`src/rtl/tac_pkg.sv`:
```
package tac_pkg;
  localparam logic [7:0] OP_MOV = 8'h01;
  localparam logic [7:0] OP_LDI = 8'h02;
  localparam logic [7:0] OP_LDA = 8'h03;

  typedef struct packed {
    logic mar_pc;   // x1
    logic mar_mbr;  // x2
    logic pc_inc;   // x3
    logic mem_rd;   // x4
    logic a_mbr;    // x5
    logic a_r;      // x6
    logic t_clr;    // x7
    logic ir_ld;    // x8
  } xfer_t;
endpackage

```
`src/rtl/tac_ctrl.sv`:
```
module tac_ctrl
  import tac_pkg::*;
#(
  parameter int DATA_W = 8,
  parameter int T_W    = 3
) (
  input  logic              clk,
  input  logic              rst,
  input  logic [DATA_W-1:0] ir,
  output logic [T_W-1:0]    t,
  output xfer_t             x
);
  localparam int NSTEP = 1 << T_W;

  logic [NSTEP-1:0] ts;
  for (genvar i = 0; i < NSTEP; i++) begin : g_step
    assign ts[i] = (t == T_W'(i));
  end

  logic q_mov, q_ldi, q_lda, q_bad, q_opd;
  assign q_mov = (ir == DATA_W'(OP_MOV));
  assign q_ldi = (ir == DATA_W'(OP_LDI));
  assign q_lda = (ir == DATA_W'(OP_LDA));
  assign q_bad = !(q_mov || q_ldi || q_lda);
  assign q_opd = q_ldi || q_lda;

  always_comb begin
    x.mar_pc  = ts[0] || (q_opd && ts[3]);
    x.mar_mbr = q_lda && ts[5];
    x.pc_inc  = ts[1] || (q_opd && ts[4]);
    x.mem_rd  = ts[1] || (q_opd && ts[4]) || (q_lda && ts[6]);
    x.a_mbr   = (q_ldi && ts[5]) || (q_lda && ts[7]);
    x.a_r     = q_mov && ts[3];
    x.ir_ld   = ts[2];
    x.t_clr   = ((q_mov || q_bad) && ts[3]) || (q_ldi && ts[5]) || (q_lda && ts[7]);
  end

  always_ff @(posedge clk) begin
    if (rst)          t <= '0;
    else if (x.t_clr) t <= '0;
    else              t <= t + T_W'(1);
  end

  AST_T_ADVANCE: assert property (@(posedge clk) disable iff (rst)
    !x.t_clr |=> t == $past(t) + T_W'(1));
  AST_T_RESTART: assert property (@(posedge clk) disable iff (rst)
    x.t_clr |=> t == '0);
  AST_END_AFTER_FETCH: assert property (@(posedge clk) disable iff (rst)
    x.t_clr |-> t >= T_W'(3));
endmodule

```
`src/rtl/tac_mem.sv`:
```
module tac_mem #(
  parameter int ADDR_W = 8,
  parameter int DATA_W = 8
) (
  input  logic              clk,
  input  logic              rst,
  input  logic              we,
  input  logic [ADDR_W-1:0] waddr,
  input  logic [DATA_W-1:0] wdata,
  input  logic              re,
  input  logic [ADDR_W-1:0] raddr,
  output logic [DATA_W-1:0] rdata
);
  localparam int DEPTH = 1 << ADDR_W;

  logic [DATA_W-1:0] ram [DEPTH];

  always_ff @(posedge clk) begin
    if (we) ram[waddr] <= wdata;
  end

  // registered read port doubles as the buffer register
  always_ff @(posedge clk) begin
    if (rst)     rdata <= '0;
    else if (re) rdata <= ram[raddr];
  end

  AST_MBR_HOLD: assert property (@(posedge clk) disable iff (rst)
    !re |=> $stable(rdata));
endmodule

```
`src/rtl/tac_datapath.sv`:
```
module tac_datapath
  import tac_pkg::*;
#(
  parameter int ADDR_W = 8,
  parameter int DATA_W = 8
) (
  input  logic              clk,
  input  logic              rst,
  input  xfer_t             x,
  input  logic [DATA_W-1:0] mbr,
  input  logic              r_we,
  input  logic [DATA_W-1:0] r_wdata,
  output logic [ADDR_W-1:0] pc,
  output logic [ADDR_W-1:0] mar,
  output logic [DATA_W-1:0] acc,
  output logic [DATA_W-1:0] r,
  output logic [DATA_W-1:0] ir
);
  logic              mar_ld;
  logic [ADDR_W-1:0] mar_nxt;

  assign mar_ld  = x.mar_pc || x.mar_mbr;
  assign mar_nxt = x.mar_pc ? pc : mbr[ADDR_W-1:0];

  always_ff @(posedge clk) begin
    if (rst) begin
      pc  <= '0;
      mar <= '0;
      acc <= '0;
      r   <= '0;
      ir  <= '0;
    end else begin
      if (x.pc_inc) pc  <= pc + ADDR_W'(1);
      if (mar_ld)   mar <= mar_nxt;
      if (x.a_r)         acc <= r;
      else if (x.a_mbr)  acc <= mbr;
      if (r_we)     r   <= r_wdata;
      if (x.ir_ld)  ir  <= mbr;
    end
  end

  AST_PC_STEP: assert property (@(posedge clk) disable iff (rst)
    1'b1 |=> (pc == $past(pc)) || (pc == $past(pc) + ADDR_W'(1)));
  AST_ACC_HOLD: assert property (@(posedge clk) disable iff (rst)
    !(x.a_mbr || x.a_r) |=> $stable(acc));
  AST_IR_FROM_MBR: assert property (@(posedge clk) disable iff (rst)
    x.ir_ld |=> ir == $past(mbr));
  AST_MAR_FROM_PC: assert property (@(posedge clk) disable iff (rst)
    x.mar_pc |=> mar == $past(pc));
  AST_RESET_CLEARS: assert property (@(posedge clk)
    rst |=> (pc == '0) && (acc == '0) && (ir == '0) && (mar == '0));
endmodule

```
`src/rtl/tac_top.sv`:
```
module tac_top
  import tac_pkg::*;
#(
  parameter int ADDR_W = 8,
  parameter int DATA_W = 8,
  parameter int T_W    = 3
) (
  input  logic              clk,
  input  logic              rst,
  input  logic              mem_we,
  input  logic [ADDR_W-1:0] mem_waddr,
  input  logic [DATA_W-1:0] mem_wdata,
  input  logic              r_we,
  input  logic [DATA_W-1:0] r_wdata,
  output logic [ADDR_W-1:0] pc_o,
  output logic [ADDR_W-1:0] mar_o,
  output logic [DATA_W-1:0] mbr_o,
  output logic [DATA_W-1:0] acc_o,
  output logic [DATA_W-1:0] r_o,
  output logic [DATA_W-1:0] ir_o,
  output logic [T_W-1:0]    t_o
);
  xfer_t             x;
  logic [DATA_W-1:0] mbr;
  logic [DATA_W-1:0] ir;
  logic [ADDR_W-1:0] mar;

  tac_ctrl #(.DATA_W(DATA_W), .T_W(T_W)) u_ctrl (
    .clk(clk), .rst(rst), .ir(ir), .t(t_o), .x(x)
  );

  tac_mem #(.ADDR_W(ADDR_W), .DATA_W(DATA_W)) u_mem (
    .clk(clk), .rst(rst), .we(mem_we), .waddr(mem_waddr), .wdata(mem_wdata),
    .re(x.mem_rd), .raddr(mar), .rdata(mbr)
  );

  tac_datapath #(.ADDR_W(ADDR_W), .DATA_W(DATA_W)) u_dp (
    .clk(clk), .rst(rst), .x(x), .mbr(mbr), .r_we(r_we), .r_wdata(r_wdata),
    .pc(pc_o), .mar(mar), .acc(acc_o), .r(r_o), .ir(ir)
  );

  assign mbr_o = mbr;
  assign ir_o  = ir;
  assign mar_o = mar;
endmodule

```
`config.mk`:
```
export PLATFORM = sky130hd
export DESIGN_NAME = tac_top
export DESIGN_NICKNAME = d
export VERILOG_FILES = /design/src/rtl/tac_pkg.sv /design/src/rtl/tac_ctrl.sv /design/src/rtl/tac_mem.sv /design/src/rtl/tac_datapath.sv /design/src/rtl/tac_top.sv
export SDC_FILE = /design/constraint.sdc
export NUM_CORES = 2
export LEC_CHECK = 0
export ABC_AREA = 1
export BUFFER_PORTS_ARGS = -buffer_cell sky130_fd_sc_hd__buf_4
export CELL_PAD_IN_SITES_DETAIL_PLACEMENT = 2
export CELL_PAD_IN_SITES_GLOBAL_PLACEMENT = 2
export CORE_ASPECT_RATIO = 1.2
export CORE_MARGIN = 3
export CORE_UTILIZATION = 35
export DETAILED_ROUTE_END_ITERATION = 8
export GPL_ROUTABILITY_DRIVEN = 0
export GPL_TIMING_DRIVEN = 0
export PLACE_DENSITY_LB_ADDON = 0.1
export REMOVE_ABC_BUFFERS = 1
export SLEW_MARGIN = 20
export SYNTH_ARGS = -nofsm -noshare
export SYNTH_HDL_FRONTEND = slang
export SYNTH_SLANG_ARGS = --single-unit
export TNS_END_PERCENT = 5
```
`constraint.sdc`:
```
create_clock -name clk -period 3.1 [get_ports clk]
set_input_delay 0.155 -clock clk [delete_from_list [all_inputs] [get_ports clk]]
set_output_delay 0.155 -clock clk [all_outputs]
set_load 0.01 [all_outputs]
```
==> flow_summary.toml <==
[setup_path]
max_stage_delay_ns = 0.38
r2r_slack_ns = 0.03
path_max_fanout = 31
critPathKind = "reg -> reg"
cp_top_family = "simple AND/OR/NAND/NOR gates"
cp.buffers_inverters = 7
startpoint_type = "register"
crit_required_ns = 3.92
cp-end-kind = "register"
cp.arrival_ns = 3.89
worst_path_max_delay_cell = "dfxtp_4"
crit_chain = "buf_16 > inv_16 > buf_16 > buf_16 > buf_16 > buf_16 > nand2_1 > nand3_1 > nand3_1 > nand3_1 > nand3_1 > nand3_2 > nand3_2 > nand2_1 > nand2_1 > nand3_1 > nand2_1 > inv_1"

[clock_network]
clock_path_buffers = 4
cts_tree = "yes"
cts_buffers = 227
cts.reportedPaths.clkPinSlew_ns = 0.06
htreeDepth = 4
clk_latency_ns = 0.89
cts_root_buf = "clkbuf_16"
cts.sinks = 2099

[sta]
period_needed_ns = 3.07
worst_pin_slew_ns = 1.14
finClkSkew_ns = 0.0289
slew_headroom = 0.237
finalSetupViolations = 0
max_freq_mhz = 325
fin_crit_sh = 0.991
final_hold_viol_count = 0
drv_slew = 0
grt_setup_unrepaired = "true"

[power]
ir_drop_mv = 0.429
p_comb_frac = 0.192
p_int_mw = 50.4
power_switching_mw = 20.9
p_clk_frac = 0.367
p_sw_frac = 0.293
seqPwrFrac = 0.441
p_leak_nw = 35.0
power_density_nw_per_um2 = 709

[logic_synthesis]
synth_area_um2 = 85300
ys_async_sr_fraction = 0
yosys_warnings = 0
syn_inst = 7270
synthFlopType = "edfxtp_1"
synth_cell_types = 32
syn_area_per_cell_um2 = 11.7
synth_edf_count = 2048
seq_area_frac_synth = 0.733
ys_ff_latch = 2099

[grt]
grt_pass1_wl_mm = 456
grt_util_met2 = 0.435
antenna_found_initial = 11
track_usage = 0.248
grt_pass1_vias = 63306
use_met3 = 0.0266
globalRoute.busiestLayer = "met2"
grt_overflow = 0
grt_max_degree = 157
grt.met1_usage = 0.322

[route]
drt_pass1_iterations = 7
wire_per_inst_um = 29.7
antenna_left = 0
drcViolationCount = 0
drt_first_iter_violations = 4114
vias = 58689
routed_wl_mm = 317
viasPerCell = 5.49

[min_path]
min_path_type = "in -> reg"

[finish]
finalNetCount = 7357
final_util = 0.417
n_fill_cell = 24098
syn_to_final_growth_pct = 18.0
final_area_um2 = 101000
layout-drive-gt1-share = 0.0936

[floorplan]
dieArea_um2 = 250000
ios = 79
core_um2 = 241000
start_util = 0.354
rows = 197
fp.dieW_um = 457
die-height_um = 547

[place]
hpwl_mm = 171
placed_area_um2 = 90100
portBuffers = 78

[outcome]
status = "complete, no violations"

[run]
maxCapViolations = 0
-- final timing paths --
| kind | from | cells past startpoint | endpoint |
|---|---|---|---|
| worst max-delay path | u_dp.mar[0]$_SDFFE_PP0P_ | 18 | u_mem.rdata[0]$_SDFFE_PP0P_ |
| worst min-delay path | mem_waddr[4] | 5 | u_mem.ram[182][0]$_DFFE_PP_ |
| worst max register to register | u_dp.mar[0]$_SDFFE_PP0P_ | 18 | u_mem.rdata[0]$_SDFFE_PP0P_ |
| worst min register to register | u_ctrl.t[0]$_SDFF_PP0_ | 1 | u_ctrl.t[0]$_SDFF_PP0_ |
-- placed cells by master (no fill, tap or decap), drive strengths merged --
cell type / count
ha: 7
clkinvlp: 3
a31oi: 9
nand2: 2149
a21oi: 23
clkbuf: 324
inv: 86
o21a: 1
o21ai: 29
bufinv: 12
dfxtp: 51
clkinv: 83
o2111ai: 1
a22oi: 1
dlygate4sd3: 35
nand4: 8
diode: 2
nor3: 5
nor3b: 1
buf: 227
nand3: 2035
or2: 1
nor2: 309
o211ai: 16
edfxtp: 2048
bufbuf: 38
-- kinds of logic (layout without fill, tap and decap cells) --
family                   Yosys count  count (layout)  share of synthesized area
AO/OA/AOI/OAI                     80              80                    0.00544
adder cells (fa/ha/maj)            7               7                    0.00103
flip-flops                      2099            2099                      0.733
buffers and inverters            576             808                     0.0318
other                              0               2                          0
AND/OR/NAND/NOR                 4508            4508                      0.229
-- sequential cells by signal, indices dropped and copies added, names as in the netlist --
signal and flops:
u_ctrl.t 3, u_mem.ram 2048, u_dp.r 8, u_dp.acc 8, u_dp.pc 8, u_dp.ir 8, u_mem.rdata 8, u_dp.mar 8
-- cell usage after synthesis, types with 2 or more instances --
cell type,instances,area share
nor2_1,307,0.014
o21ai_0,27,0.0016
nor2_2,2,0.00015
buf_1,53,0.0023
dfxtp_1,51,0.012
ha_1,7,0.0010
a31oi_1,9,0.00066
nor3_1,3,0.00018
edfxtp_1,2048,0.72
clkbuf_1,120,0.0053
buf_4,11,0.00097
inv_2,3,0.00013
a21oi_1,23,0.0013
buf_6,19,0.0025
nand4_1,8,0.00059
inv_1,78,0.0034
nand3_1,2034,0.12
o211ai_1,16,0.0014
buf_2,291,0.017
nand2_1,2148,0.095
-- routing by layer --
metal | up-vias | part of all wire | wire, µm
met5 | - | 0.000041 | 13
met4 | 2 | 0.035 | 11200
met3 | 471 | 0.037 | 11700
met2 | 1127 | 0.50 | 159000
met1 | 31147 | 0.43 | 135000
li1 | 25942 | - | -
-- worst register-to-register path, delay by kind of cell (launching register included) --
| family | cells | cell delay, ns |
|---|---|---|
| AND/OR/NAND/NOR | 11 | 1.53 |
| buffers and inverters | 7 | 1.13 |
| flip-flops | 1 | 0.38 |
-- repair_timing --
item                                    CTS  global route
pin swaps                                 8             5
buffers inserted                         28             5
gates cloned                             67            12
hold endpoints to repair                568             0
hold buffers                             35             0
resized for setup                       126            34
endpoints found under the setup margin    8             8
-- cell type report --
cell class | count | area [µm²] | share of cell area
repair buffers | 312 | 5990 | 0.0595
well taps | 3184 | 3980 | 0.0396
inverters | 82 | 373 | 0.00370
clock buffers | 312 | 6170 | 0.0613
diodes | 2 | 5.00 | 0.0000497
flip-flops and latches | 2099 | 62500 | 0.621
clock inverters | 97 | 748 | 0.00743
multi-input cells | 4595 | 20800 | 0.207
repair inverters | 5 | 43.8 | 0.000435
-- power groups by stage --
| stage | logic (mW) | registers (mW) | clock network (mW) |
|---|---|---|---|
| 2_1_floorplan | 5.46 | 32.6 | 0 |
| 3_3_place_gp | 6.69 | 33.0 | 0 |
| 3_5_place_dp | 11.2 | 32.1 | 0 |
| 4_1_cts | 13.6 | 31.4 | 26.7 |
| 5_1_grt | 14.8 | 31.4 | 27.8 |
| 6_report | 13.7 | 31.4 | 26.2 |
-- through the flow --
| step | hold WS [ns] | power, mW | setup TNS, ns | std cells | worst slack, ns |
|---|---|---|---|---|---|
| floorplan | 0.231 | 38.0 | -387.40 | 6776 | -43.13 |
| global placement | 0.381 | 39.7 | -2099.64 | 10038 | -138.62 |
| detailed placement | 0.387 | 43.3 | -34.62 | 10133 | -2.28 |
| CTS | 0.0709 | 71.7 | -0.0325 | 10672 | -0.0143 |
| global route | 0.167 | 74.0 | -0.0881 | 10687 | -0.0332 |
| finish | 0.164 | 71.3 | 0 | 10688 | 0.0267 |
Power figures use the tool's default switching activity.
